## config.mk

```make
export PLATFORM = sky130hd
export DESIGN_NAME = rtc_read_port
export DESIGN_NICKNAME = d
export VERILOG_FILES = /design/src/rtl/rtc_read_pkg.sv /design/src/rtl/rtc_sync.sv /design/src/rtl/rtc_frame_ctl.sv /design/src/rtl/rtc_shift_out.sv /design/src/rtl/rtc_read_port.sv
export SDC_FILE = /design/constraint.sdc
export NUM_CORES = 1
export LEC_CHECK = 0
export ABC_AREA = 1
export BUFFER_PORTS_ARGS = -buffer_cell sky130_fd_sc_hd__buf_2
export CAP_MARGIN = 40
export CORE_MARGIN = 2
export CORE_UTILIZATION = 59
export DETAILED_ROUTE_END_ITERATION = 8
export HOLD_SLACK_MARGIN = 0.12
export PLACE_DENSITY_LB_ADDON = 0.08
export SLEW_MARGIN = 20
export SYNTH_ARGS = -nofsm -noshare
export SYNTH_HDL_FRONTEND = slang
export SYNTH_SLANG_ARGS = --single-unit
```

## constraint.sdc

```tcl
create_clock -name clk_i -period 2.8 [get_ports clk_i]
set_input_delay 0.28 -clock clk_i [delete_from_list [all_inputs] [get_ports clk_i]]
set_output_delay 0.28 -clock clk_i [all_outputs]
set_load 0.1 [all_outputs]
```

## src/rtl/rtc_read_pkg.sv

```systemverilog
package rtc_read_pkg;
  localparam int unsigned CTRL_BITS   = 8;
  localparam int unsigned DATA_BITS   = 52;
  localparam int unsigned FRAME_RISES = CTRL_BITS + DATA_BITS;
  localparam int unsigned CNT_W       = $clog2(FRAME_RISES + 1);

  localparam logic [CNT_W-1:0] CNT_CTRL = CNT_W'(CTRL_BITS);
  localparam logic [CNT_W-1:0] CNT_LAST = CNT_W'(FRAME_RISES);

  typedef enum logic [1:0] {
    ST_IDLE = 2'd0,
    ST_CTRL = 2'd1,
    ST_DATA = 2'd2
  } frame_state_e;
endpackage

```

## src/rtl/rtc_sync.sv

```systemverilog
module rtc_sync #(
  parameter int unsigned W = 1,
  parameter logic [W-1:0] RST_VAL = '0
) (
  input  logic         clk_i,
  input  logic         rst_ni,
  input  logic [W-1:0] async_i,
  output logic [W-1:0] sync_o
);
  for (genvar g = 0; g < W; g++) begin : g_bit
    logic s1_q, s2_q;
    always_ff @(posedge clk_i or negedge rst_ni) begin
      if (!rst_ni) begin
        s1_q <= RST_VAL[g];
        s2_q <= RST_VAL[g];
      end else begin
        s1_q <= async_i[g];
        s2_q <= s1_q;
      end
    end
    assign sync_o[g] = s2_q;
  end
endmodule

```

## src/rtl/rtc_frame_ctl.sv

```systemverilog
module rtc_frame_ctl
  import rtc_read_pkg::*;
#(
  parameter int unsigned RECOVERY_CYCLES = 16
) (
  input  logic clk_i,
  input  logic rst_ni,
  input  logic ce_i,
  input  logic sclk_i,
  input  logic sdata_i,
  output logic load_o,
  output logic shift_o,
  output logic oe_o,
  output logic done_o,
  output logic open_o
);
  localparam int unsigned REC_W = $clog2(RECOVERY_CYCLES + 2);
  localparam logic [REC_W-1:0] REC_MAX = REC_W'(RECOVERY_CYCLES);

  frame_state_e state_q, state_d;
  logic [CNT_W-1:0] cnt_q, cnt_d;
  logic [REC_W-1:0] rec_q;
  logic sclk_q, ce_q, oe_q, done_q;
  logic rise, fall, rec_done, load, shift;

  assign rise     = sclk_i & ~sclk_q;
  assign fall     = ~sclk_i & sclk_q;
  assign rec_done = (rec_q == REC_MAX);

  always_comb begin
    state_d = state_q;
    cnt_d   = cnt_q;
    load    = 1'b0;
    shift   = 1'b0;
    if (!ce_i) begin
      state_d = ST_IDLE;
      cnt_d   = '0;
    end else begin
      unique case (state_q)
        ST_IDLE: if (rec_done && rise && !sdata_i) begin
          state_d = ST_CTRL;
          cnt_d   = CNT_W'(1);
        end
        ST_CTRL: begin
          if (rise && cnt_q < CNT_CTRL) begin
            cnt_d = cnt_q + 1'b1;
          end else if (fall && cnt_q == CNT_CTRL) begin
            load    = 1'b1;
            state_d = ST_DATA;
          end
        end
        ST_DATA: if (rise && cnt_q < CNT_LAST) begin
          shift = 1'b1;
          cnt_d = cnt_q + 1'b1;
        end
        default: state_d = ST_IDLE;
      endcase
    end
  end

  always_ff @(posedge clk_i or negedge rst_ni) begin
    if (!rst_ni) begin
      state_q <= ST_IDLE;
      cnt_q   <= '0;
      sclk_q  <= 1'b0;
      ce_q    <= 1'b0;
      oe_q    <= 1'b0;
      done_q  <= 1'b0;
      rec_q   <= REC_MAX;
    end else begin
      state_q <= state_d;
      cnt_q   <= cnt_d;
      sclk_q  <= sclk_i;
      ce_q    <= ce_i;
      done_q  <= shift && (cnt_q == CNT_LAST - 1'b1);
      if (!ce_i)     oe_q <= 1'b0;
      else if (load) oe_q <= 1'b1;
      if (ce_q && !ce_i)            rec_q <= '0;
      else if (!ce_i && !rec_done)  rec_q <= rec_q + 1'b1;
    end
  end

  assign load_o  = load;
  assign shift_o = shift;
  assign oe_o    = oe_q;
  assign done_o  = done_q;
  assign open_o  = (state_q != ST_IDLE);

  a_r2_oe_off_without_ce: assert property (@(posedge clk_i) disable iff (!rst_ni)
    !ce_i |=> !oe_o);
  a_r5_count_saturates: assert property (@(posedge clk_i) disable iff (!rst_ni)
    (state_q == ST_DATA && cnt_q == CNT_LAST && ce_i) |=> cnt_q == CNT_LAST);
  a_r6_done_single: assert property (@(posedge clk_i) disable iff (!rst_ni)
    done_o |=> !done_o);
  a_r8_no_open_unrecovered: assert property (@(posedge clk_i) disable iff (!rst_ni)
    (state_q == ST_IDLE && !rec_done) |=> state_q == ST_IDLE);
  a_r4_single_capture: assert property (@(posedge clk_i) disable iff (!rst_ni)
    load_o |=> (state_q == ST_DATA && !load_o));
endmodule

```

## src/rtl/rtc_shift_out.sv

```systemverilog
module rtc_shift_out
  import rtc_read_pkg::*;
(
  input  logic                 clk_i,
  input  logic                 rst_ni,
  input  logic                 load_i,
  input  logic                 shift_i,
  input  logic [DATA_BITS-1:0] snap_i,
  output logic                 dout_o
);
  logic [DATA_BITS-1:0] sh_q;
  logic dout_q;

  always_ff @(posedge clk_i or negedge rst_ni) begin
    if (!rst_ni) begin
      sh_q   <= '0;
      dout_q <= 1'b0;
    end else if (load_i) begin
      sh_q <= snap_i;
    end else if (shift_i) begin
      dout_q <= sh_q[0];
      sh_q   <= sh_q >> 1;
    end
  end

  assign dout_o = dout_q;

  a_r5_hold_without_shift: assert property (@(posedge clk_i) disable iff (!rst_ni)
    !shift_i |=> $stable(dout_o));
endmodule

```

## src/rtl/rtc_read_port.sv

```systemverilog
module rtc_read_port
  import rtc_read_pkg::*;
#(
  parameter int unsigned RECOVERY_CYCLES = 16
) (
  input  logic       clk_i,
  input  logic       rst_ni,
  input  logic       ce_i,
  input  logic       sclk_i,
  input  logic       sdata_i,
  input  logic [7:0] sec_i,
  input  logic [7:0] min_i,
  input  logic [7:0] hour_i,
  input  logic [3:0] week_i,
  input  logic [7:0] day_i,
  input  logic [7:0] month_i,
  input  logic [7:0] year_i,
  input  logic       tick_i,
  output logic       sdata_o,
  output logic       sdata_oe_o,
  output logic       done_o,
  output logic       tick_missed_o
);
  logic [2:0] pins_s;
  logic ce_s, sclk_s, sdata_s;
  logic load, shift, frame_open, missed_q;
  logic [DATA_BITS-1:0] snap;

  rtc_sync #(.W(3), .RST_VAL(3'b100)) u_sync (
    .clk_i   (clk_i),
    .rst_ni  (rst_ni),
    .async_i ({sdata_i, sclk_i, ce_i}),
    .sync_o  (pins_s)
  );
  assign ce_s    = pins_s[0];
  assign sclk_s  = pins_s[1];
  assign sdata_s = pins_s[2];

  rtc_frame_ctl #(.RECOVERY_CYCLES(RECOVERY_CYCLES)) u_ctl (
    .clk_i   (clk_i),
    .rst_ni  (rst_ni),
    .ce_i    (ce_s),
    .sclk_i  (sclk_s),
    .sdata_i (sdata_s),
    .load_o  (load),
    .shift_o (shift),
    .oe_o    (sdata_oe_o),
    .done_o  (done_o),
    .open_o  (frame_open)
  );

  // shift order: seconds first, LSB first
  assign snap = {year_i, month_i, day_i, week_i, hour_i, min_i, sec_i};

  rtc_shift_out u_out (
    .clk_i   (clk_i),
    .rst_ni  (rst_ni),
    .load_i  (load),
    .shift_i (shift),
    .snap_i  (snap),
    .dout_o  (sdata_o)
  );

  always_ff @(posedge clk_i or negedge rst_ni) begin
    if (!rst_ni) missed_q <= 1'b0;
    else         missed_q <= tick_i && frame_open;
  end
  assign tick_missed_o = missed_q;

  a_r9_tick_flagged: assert property (@(posedge clk_i) disable iff (!rst_ni)
    (tick_i && frame_open) |=> tick_missed_o);
  a_r9_no_flag_idle: assert property (@(posedge clk_i) disable iff (!rst_ni)
    (!frame_open) |=> !tick_missed_o);
endmodule

```

==> impl_results.md, run 1 <==
- IO Port Bufs: 61
- Die height: 82.11 µm
- Core area: 5921 µm²
- Pwr per Cell Area: 836.4 nW/µm²
- CTS clk-pin slew, worst paths: 0.07 ns
- Final hold violation count: 0
- Internal Power: roughly 2.2 mW
- Synth Cell Area: around 3600 µm²
- First DRT Iteration DRCs: 211
- Root Buffer: clkbuf_8
- Hold path depth: 3
- R2R Setup Slk: 0.82 ns
- Synth cell count leaders: nand2_1 (203), dfrtp_1 (74), nand3_1 (63)
- Vias in the first global route: 2886
- Mapped Cells: 440
- CP Capture Type: flip-flop
- Yosys top cell area share: 0.5144
- Drt drc: 0
- Fin nets: 566
- Post-DP HPWL: between 4 and 5 mm
- Worst hold slack: between 0.1 and 0.15 ns
- Largest net degree at the start of global routing: 53
- Initial Util: 0.6080
- Total Wirelength: 7.197 mm
- Seq/Total Area, Yosys: 0.5363
- Combinational power share: 0.258
- Final Max Slew Viols: 0
- Minimum clock period: 1.975 ns
- Drt pass-1 iters: 4
- TritonCTS sink count: 77
- Synthesized net count: ~510
- Psw: 1.197 mW
- # H-tree levels: 3
- Maximum clock frequency: 506.2 MHz
- Worst min-delay path endpoint: u_out.sh_q[51]$_DFFE_PN0P_
- Worst-case clock buffer depth: 2
- EDFF count, synth: 0
- Worst EP arrival: 2.20 ns
- Max transition margin: 0.4559
- Worst Hold Class: in2reg
- Post-synth top area cell: dfrtp_1
- Part of the power in registers: 0.526
- Tot GR Track Use: 0.2370
- Synthesized flop and latch total: 77
- Primary FF master, synth: dfrtp_1
- Syn Area/Cell: approximately 8.2 µm²
- Worst Tran Pin Value: 0.8150 ns
- First-pass GRT wire length: 12.24 mm
- LEAKAGE: 2.032 nW
- Initial antenna violation count: 0
- Layout cells sized above 1: 0.1762
- CTS tree: done
- Status: finished clean
- Core Rows: 28
- Grt ovf: 0
- Pre-CTS worst setup slack: 0.8138 ns
- Crit path required time: between 3 and 4 ns
- Antenna Diode Count: 0
- Synth top area cells: dfrtp_1 (51%), nand2_1 (21%), nand3_1 (8.8%)
- Top-count cell post-synth: nand2_1
- FF-to-FF End: u_out.sh_q[49]$_DFFE_PN0P_
- Yosys warns: 0
- Die Width: around 82 µm
- Clock network power share: 0.216
- Async SR Flop Fraction: 1.000
- WS Path Type: reg2reg
- Final worst slack: 0.8247 ns
- Syn-to-layout area delta: 13.45%
- Clock Latency Late Sink: 0.35 ns
- Detail Route Antenna Nets: 0
- Tcrit/Tclk final: 0.7055
- CP Launch Type: flip-flop
- Vias per cell: between 5 and 6
- Cells after DPL: 560
- Routed via count: 3029
- Number of I/O pins: 62
- Resized cells post-CTS: 0
- GPL Wtd Cong: 0.8400
- Maximum VDD drop: 0.0005317 V
- Worst R2R Path Depth: 8
- Yosys cell types: 22
- RSZ-0062 raised after global routing: no
- Setup violators final: 0
- CTS buffer count: 9
- Crit path max fanout: 52
- Routed len/inst: 12.41 µm
- TNS Setup: 0 ns
- Switch share: 0.3505
- Hold Path Origin: year_i[7]
- Max Cap Viol: 0
- Cell Count, Final, Fillers Out: 580
- Origin of the critical flop-to-flop path: u_ctl.cnt_q[0]$_DFFE_PN0P_
- Die Area: 6742 µm²
- Max Clock Skew: ~0.011 ns
## layout make-up
type,count,area [µm²]
Sequential cell,77,1931
Fill cell,512,1837
Multi-Input combinational cell,320,1420
Timing Repair Buffer,66,367.9
Clock buffer,13,148.9
Inverter,26,101.3
Tap cell,75,93.84
Clock inverter,3,21.27
## state kept, by name (all words and copies together) (netlist names)
register	cells
u_ctl.ce_q	1
u_ctl.done_o	1
u_ctl.sclk_q	1
u_out.dout_o	1
u_ctl.state_q	2
u_ctl.oe_o	1
u_out.sh_q	52
u_sync.g_bit.s1_q	3
tick_missed_o	1
u_ctl.rec_q	5
u_sync.g_bit.s2_q	3
u_ctl.cnt_q	6
## power by group through the flow
stage	sequential, mW	clock (mW)	combinational (mW)
after global routing	1.85	0.797	1.02
after CTS	1.79	0.760	0.892
final	1.80	0.739	0.881
after global placement	1.79	0	0.837
after detailed placement	1.81	0	0.886
after floorplan	1.84	0	0.600
## critical path, cell delays in order (launching register included)
cell and delay (ns):
dfrtp_1 0.45, inv_1 0.09, ha_1 0.21, nand2_1 0.05, nor2_1 0.05, nand3_2 0.11
clkinv_2 0.52, nand2_1 0.25, nand3_1 0.10
## cell usage in the layout, fill, tap and decap left out, drive strengths merged
cell type      n
o21ai         17
clkinvlp       1
nand4          4
xnor2          1
dlygate4sd3    4
clkbuf        13
nand2        205
nor2          17
clkinv         3
dfstp          3
nor4           1
xor2           2
nand3         64
buf           62
ha             8
dfrtp         74
a21oi          1
inv           25
## how the worst max path moves through the flow
stage | depth (start not counted) | slack, ns | end | startpoint
global route | 8 | 0.63 | u_out.sh_q[49]$_DFFE_PN0P_ | u_ctl.state_q[1]$_DFFE_PN0P_
detailed placement | 8 | 0.81 | u_out.sh_q[49]$_DFFE_PN0P_ | u_ctl.cnt_q[0]$_DFFE_PN0P_
finish | 8 | 0.82 | u_out.sh_q[49]$_DFFE_PN0P_ | u_ctl.cnt_q[0]$_DFFE_PN0P_
floorplan | 10 | 1.39 | u_out.sh_q[10]$_DFFE_PN0P_ | u_ctl.cnt_q[0]$_DFFE_PN0P_
global placement | 8 | 0.90 | u_out.sh_q[49]$_DFFE_PN0P_ | u_ctl.cnt_q[0]$_DFFE_PN0P_
CTS | 8 | 0.82 | u_out.sh_q[49]$_DFFE_PN0P_ | u_ctl.cnt_q[0]$_DFFE_PN0P_
## routing by layer
layer / track usage / vias to the layer above / share of wire
met5: 0 / - / 0
met4: 0.07167 / 0 / 0.013
met3: 0.06304 / 9 / 0.053
met2: 0.4130 / 84 / 0.49
met1: 0.2891 / 1433 / 0.44
li1: - / 1503 / -
## per-stage QoR
stage                       util  power, mW  area (µm²)
final                     0.6898      3.416        4084
after global routing      0.6898      3.672        4084
after CTS                 0.6898      3.444        4084
after detailed placement  0.6543      2.694        3874
after global placement    0.6509      2.632        3854
after floorplan                -      2.435        3600
## logic make-up after synthesis
group / count (synthesis) / share of synthesized area
AOI/OAI and AO/OA: 18 / 0.02607
xor gates and xnor gates: 3 / 0.007301
adders and majority gates: 8 / 0.02781
buffers and inverters: 43 / 0.06917
DFF: 77 / 0.5363
and+or+nand+nor: 291 / 0.3333
## timing repair
item,in CTS,in global routing
endpoints found under the hold margin,34,0
setup endpoints to repair,0,0
setup buffers,0,0
hold buffers,4,0
Note: power is estimated with default switching activity, not from simulation.
==> run 2, diff against run 1 <==
- CORE_UTILIZATION: 59 -> 50
- clock period: 2.8 -> 1.75 ns (I/O delays scaled with it)
==> run 2 against run 1 <==
Die area is 17% higher. Clock power up 95%. Core utilization grew 0.35 points. First-iteration DRC count decreased by 45%. Sequential share of layout area down 6.7 points. Combinational power up 76%. Clock skew up 0.00073 ns. Design area up 17%. Via count up 5.9%. Non-clock buffer count rose by 59.
==> impl_results.md, run 2 (synthesis gave the netlist of run 1 again) <==
- Root Buffer: clkbuf_8 (unchanged)
- Most frequent cells in the layout: nand2_1 (202), dfrtp_1 (73), nand3_1 (63) (was nand2_1 (203), dfrtp_1 (74), nand3_1 (63))
- Max FFs per register: 52 (unchanged)
- CTS clk-pin slew, worst paths: 0.08 ns (was 0.07 ns)
- Origin of the critical flop-to-flop path: u_ctl.cnt_q[0]$_DFFE_PN0P_ (unchanged)
- Clock Latency Late Sink: 0.35 ns (about the same)
- Final worst slack: 0.1750 ns (was 0.8247 ns)
- Setup bufs post-CTS: 0 (unchanged)
- TritonCTS sink count: 77 (unchanged)
- Detail Route Antenna Nets: 0 (unchanged)
- WS Path Type: reg2reg (unchanged)
- CP Launch Type: flip-flop (unchanged)
- Drt pass-1 iters: 4 (unchanged)
- CP bufs+invs: 2 (unchanged)
- CTS tree: done (unchanged)
- Launch point of the worst path: u_ctl.cnt_q[0]$_DFFE_PN0P_ (unchanged)
- LEAKAGE: 2.313 nW (was 2.032 nW)
- Setup violators final: 0 (unchanged)
- Core Util, Final: 0.6933 (was 0.6898)
- Reg area: 1932 µm² (was 1931 µm²)
- Max Cap Viol: 0 (unchanged)
- Worst-case clock buffer depth: 2 (unchanged)
- Initial antenna violation count: 0 (unchanged)
- Crit path cell chain: inv_1, ha_1, nand2_1, nor2_2, nand3_2, nand2_2, inv_8, nand2_1, nand3_1 (was inv_1, ha_1, nand2_1, nor2_1, nand3_2, clkinv_2, nand2_1, nand3_1)
- # fillers: 570 (was 512)
- Crit-path leading delay family: simple AND/OR/NAND/NOR gates (was buffers and inverters)
- Total Wirelength: 8.010 mm (was 7.197 mm)
- Tot GR Track Use: 0.2236 (was 0.2370)
- Pwr per Cell Area: 1233 nW/µm² (was 836.4 nW/µm²)
- Biggest regs: u_out.sh_q: 52 flops, u_ctl.cnt_q: 6 flops, u_ctl.rec_q: 5 flops (unchanged)
- TNS Setup: 0 ns (unchanged)
- Status: finished clean (unchanged)
- First-pass GRT wire length: 13.54 mm (was 12.24 mm)
- Commonest non-fill, non-tap cell in the layout: nand2_1 (unchanged)
- Max Clock Skew: 0.01164 ns (was 0.01092 ns)
- Maximum VDD drop: 0.0004931 V (was 0.0005317 V)
- Drt drc: 0 (unchanged)
- Syn-to-layout area delta: 32.29% (was 13.45%)
- Final Max Slew Viols: 0 (unchanged)
- Die height: 88.85 µm (was 82.11 µm)
- Routed len/inst: 12.15 µm (was 12.41 µm)
- Worst path depth: 9 (was 8)
- # H-tree levels: 3 (unchanged)
- Die Width: 88.85 µm (was 82.11 µm)
- Multi-input combinational cell area: 1430 µm² (was 1420 µm²)
- Max transition margin: 0.6766 (was 0.4559)
- Worst Tran Pin Value: 0.4885 ns (was 0.8150 ns)
- Grt ovf: 0 (unchanged)
- Worst Hold Class: in2async (was in2reg)
- CTS buffer count: 9 (unchanged)
- Maximum clock frequency: 634.9 MHz (was 506.2 MHz)
- Initial Util: 0.5240 (was 0.6080)
- GPL Wtd Cong: 0.8441 (was 0.8400)
- FF-to-FF End: u_out.sh_q[1]$_DFFE_PN0P_ (was u_out.sh_q[49]$_DFFE_PN0P_)
- Vias per cell: 4.869 (was 5.222)
- Top reg by flops: u_out.sh_q (unchanged)
- Pre-CTS worst setup slack: 0.03499 ns (was 0.8138 ns)
- Post-DP HPWL: 4.889 mm (was 4.854 mm)
- CP Capture Type: flip-flop (unchanged)
- Worst R2R Path Depth: 9 (was 8)
- IO Port Bufs: 61 (unchanged)
- Largest net degree at the start of global routing: 53 (unchanged)
- Layout cells sized above 1: 0.1741 (was 0.1762)
- Worst-path cell with the longest stage delay: dfrtp_2 (was clkinv_2)
- Minimum clock period: 1.575 ns (was 1.975 ns)
- Number of I/O pins: 62 (unchanged)
- Fin nets: 625 (was 566)
- Routed via count: 3209 (was 3029)
- Cells after DPL: 587 (was 560)
- Crit path required time: 1.98 ns (was 3.03 ns)
- Cell Count, Final, Fillers Out: 659 (was 580)
- Final hold violation count: 0 (unchanged)
- Antenna Diode Count: 0 (unchanged)
- CP dominant cell by count: nand2_1 (unchanged)
- Worst EP arrival: 1.81 ns (was 2.20 ns)
- Crit path max fanout: 52 (unchanged)
- First DRT Iteration DRCs: 116 (was 211)
- CP peak stage delay: 0.45 ns (was 0.52 ns)
- RSZ-0062 raised after global routing: no (unchanged)
- R2R Setup Slk: 0.17 ns (was 0.82 ns)
- Core Rows: 30 (was 28)
- Tcrit/Tclk final: 0.9000 (was 0.7055)
- Vias in the first global route: 2995 (was 2886)
- Core area: 6869 µm² (was 5921 µm²)
- Die Area: 7894 µm² (was 6742 µm²)
run 2: timing repair:
item,4_1_cts,5_1_grt
hold buffers,57,0
gates resized for setup,0,6
endpoints found under the hold margin,133,0
setup endpoints to repair,0,58
run 2: area by class of cell:
| cell class | count | share of cell area |
|---|---|---|
| Timing Repair Buffer | 125 | 0.2034 |
| Sequential cell | 77 | 0.4057 |
| Multi-Input combinational cell | 320 | 0.3003 |
| Inverter | 26 | 0.02233 |
| Tap cell | 96 | 0.02522 |
| Clock inverter | 4 | 0.01550 |
| Clock buffer | 11 | 0.02759 |
run 2: worst max path at each step:
stage,to
final,u_out.sh_q[1]$_DFFE_PN0P_
after global routing,u_ctl.cnt_q[5]$_DFFE_PN0P_
after CTS,u_out.sh_q[1]$_DFFE_PN0P_
after detailed placement,u_out.sh_q[1]$_DFFE_PN0P_
after global placement,u_out.sh_q[23]$_DFFE_PN0P_
after floorplan,u_out.sh_q[10]$_DFFE_PN0P_
run 2: where the power goes:
group	leakage, nW	internal [mW]	switching, mW
Combinational	1.34	0.638	0.912
Clock	0.103	0.798	0.642
Sequential	0.870	2.47	0.411
run 2: per-layer routing:
layer  vias up  GRT usage  wire length (µm)
met4         0    0.06612               116
met5         -          0                 0
met3        14    0.06063               357
met2        80     0.3582              3868
li1       1621          -                 -
met1      1494     0.2988              3669
run 2: through the flow:
step	hold slack [ns]	cell area (µm²)	power (mW)
after global placement	0.05951	3970	4.270
after CTS	0.2285	4746	5.908
after floorplan	-0.1206	3600	3.896
after global routing	0.2409	4762	6.329
final	0.2370	4762	5.871
after detailed placement	0.06075	3970	4.339
run 2: worst reg2reg max path: cells and delay by family, from the launching register on:
family	cells	cell delay [ns]
buf+inv	2	0.20
simple gates	6	0.65
fa+ha+maj	1	0.16
flops	1	0.45
==> run 3, diff against run 2 <==
- PLACE_DENSITY: unset -> 0.75
- PLACE_DENSITY_LB_ADDON: 0.08 -> unset
==> run 3 against run 2 <==
Sequential power about the same. Design area increased by 0.39%. Count of clock-buffer cells in the layout increased by 1. Highest routed layer unchanged. Critical path type unchanged.
==> impl_results.md, run 3 (synthesis gave the netlist of run 1 again) <==
- Largest net degree at the start of global routing: 53 (unchanged)
- Most frequent cells in the layout: nand2_1 (203), dfrtp_1 (73), nand3_1 (63) (was nand2_1 (202), dfrtp_1 (73), nand3_1 (63))
- First-pass GRT wire length: 14.28 mm (was 13.54 mm)
- Grt ovf: 0 (unchanged)
- Top reg by flops: u_out.sh_q (unchanged)
- Vias in the first global route: 3211 (was 2995)
- Worst hold slack: 0.3058 ns (was 0.2370 ns)
- Pwr per Cell Area: 1222 nW/µm² (was 1233 nW/µm²)
- Maximum VDD drop: 0.0006505 V (was 0.0004931 V)
- WS Path Type: reg2reg (unchanged)
- CTS clk-pin slew, worst paths: 0.08 ns (about the same)
- First DRT Iteration DRCs: 221 (was 116)
- CP dominant cell by count: nand2_1 (unchanged)
- Core Rows: 30 (unchanged)
- Drt pass-1 iters: 5 (was 4)
- Crit path required time: 2.02 ns (was 1.98 ns)
- Max transition margin: 0.6758 (was 0.6766)
- CP Launch Type: flip-flop (unchanged)
- Die height: 88.85 µm (unchanged)
- CP peak stage delay: 0.46 ns (was 0.45 ns)
- Antenna Diode Count: 0 (unchanged)
- Syn-to-layout area delta: 32.81% (was 32.29%)
- Tot GR Track Use: 0.2355 (was 0.2236)
- Total Wirelength: 8.914 mm (was 8.010 mm)
- CP bufs+invs: 3 (was 2)
- Max Cap Viol: 0 (unchanged)
- Routed via count: 3301 (was 3209)
- # H-tree levels: 3 (unchanged)
- Max Clock Skew: 0.01369 ns (was 0.01164 ns)
- LEAKAGE: 2.309 nW (was 2.313 nW)
- Worst EP arrival: 1.92 ns (was 1.81 ns)
- Core Util, Final: 0.6960 (was 0.6933)
- Final Max Slew Viols: 0 (unchanged)
- CTS buffer count: 9 (unchanged)
- IO Port Bufs: 61 (unchanged)
- Biggest regs: u_out.sh_q: 52 flops, u_ctl.cnt_q: 6 flops, u_ctl.rec_q: 5 flops (unchanged)
- Layout cells sized above 1: 0.1723 (was 0.1741)
- Maximum clock frequency: 606.2 MHz (was 634.9 MHz)
- TritonCTS sink count: 77 (unchanged)
- Drt drc: 0 (unchanged)
- Commonest non-fill, non-tap cell in the layout: nand2_1 (unchanged)
- Tcrit/Tclk final: 0.9427 (was 0.9000)
- Status: finished clean (unchanged)
- Worst-path cell with the longest stage delay: dfrtp_2 (unchanged)
- Worst Tran Pin Value: 0.4897 ns (was 0.4885 ns)
- Number of I/O pins: 62 (unchanged)
- Worst-case clock buffer depth: 2 (unchanged)
- Worst Hold Class: in2async (unchanged)
- Post-DP HPWL: 4.842 mm (was 4.889 mm)
- CP Capture Type: flip-flop (unchanged)
- Detail Route Antenna Nets: 0 (unchanged)
- Core area: 6869 µm² (unchanged)
- Vias per cell: 5.009 (was 4.869)
- Minimum clock period: 1.650 ns (was 1.575 ns)
- Crit path cell chain: inv_1, ha_1, nand2_1, nor2_4, nand3_4, clkinv_2, buf_12, nand2_1, nand3_1 (was inv_1, ha_1, nand2_1, nor2_2, nand3_2, nand2_2, inv_8, nand2_1, nand3_1)
- CTS tree: done (unchanged)
- Initial antenna violation count: 0 (unchanged)
- Initial Util: 0.5240 (unchanged)
- Root Buffer: clkbuf_8 (unchanged)
- RSZ-0062 raised after global routing: yes (was no)
- Final hold violation count: 0 (unchanged)
- Max FFs per register: 52 (unchanged)
- GPL Wtd Cong: 0.9730 (was 0.8441)
- Clock Latency Late Sink: 0.35 ns (about the same)
- Die Area: 7894 µm² (unchanged)
- Crit path max fanout: 26 (was 52)
- Die Width: 88.85 µm (unchanged)
- Crit-path leading delay family: simple AND/OR/NAND/NOR gates (unchanged)
- Fin nets: 625 (unchanged)
- Routed len/inst: 13.53 µm (was 12.15 µm)
- Setup violators final: 0 (unchanged)
==> run 3: layer usage <==
metal,track usage,vias to the layer above,part of all wire
li1,-,1623,-
met1,0.2887,1547,0.43
met2,0.4003,115,0.50
met3,0.06250,16,0.052
met4,0.08540,0,0.019
met5,0,-,0
==> run 3: final cells by class <==
type	instances	area (µm²)
fillers	528	2088
clock buffers	12	145.1
inverters	26	106.4
repair buffers	125	985.9
flip-flops and latches	77	1932
clock inverters	3	46.29
multi-input cells	320	1445
well taps	96	120.1
==> run 3: path summary, 6_finish.rpt <==
path	startpoint	end	depth (start not counted)	slack (ns)
setup / recovery	u_ctl.cnt_q[0]$_DFFE_PN0P_	u_out.sh_q[21]$_DFFE_PN0P_	9	0.10
hold / removal	rst_ni	u_ctl.cnt_q[5]$_DFFE_PN0P_	2	0.31
setup reg to reg	u_ctl.cnt_q[0]$_DFFE_PN0P_	u_out.sh_q[21]$_DFFE_PN0P_	9	0.10
hold reg to reg	u_sync.g_bit[2].s1_q$_DFF_PN1_	u_sync.g_bit[2].s2_q$_DFF_PN1_	0	0.36
max in group asynchronous	rst_ni	u_ctl.rec_q[4]$_DFFE_PN1P_	3	0.82
min in group clk_i	u_sync.g_bit[2].s1_q$_DFF_PN1_	u_sync.g_bit[2].s2_q$_DFF_PN1_	0	0.36
==> run 3: metrics by stage <==
step / cells / setup TNS [ns] / cell area [µm²] / power [mW] / setup WS [ns]
5_1_grt: 659 / -0.02556 / 4781 / 6.235 / -0.01469
3_3_place_gp: 586 / 0 / 3963 / 4.244 / 0.05877
4_1_cts: 658 / 0 / 4725 / 5.774 / 0.02230
6_report: 659 / 0 / 4781 / 5.841 / 0.1003
3_5_place_dp: 586 / 0 / 3963 / 4.335 / 0.03685
2_1_floorplan: 440 / 0 / 3600 / 3.896 / 0.3352
==> run 3: worst register-to-register path: cells and delay by family, from the launching register on <==
kind                     cells  cell delay, ns
buffers and inverters        3            0.38
adder cells (fa/ha/maj)      1            0.16
flip-flops                   1            0.46
AND/OR/NAND/NOR              5            0.59
==> run 3: what timing repair did <==
| item | in CTS | in global routing |
|---|---|---|
| endpoints found under the setup margin | 0 | 58 |
| endpoints found under the hold margin | 86 | 0 |
| hold buffers | 57 | 0 |
| gates resized for setup | 0 | 9 |
| setup buffers | 0 | 0 |
==> run 3: where the power goes <==
part           internal, mW  total (mW)  switching, mW  leakage [nW]
Clock                 0.694        1.34          0.643        0.0927
Combinational         0.642        1.59          0.949          1.35
Sequential             2.47        2.91          0.442         0.870
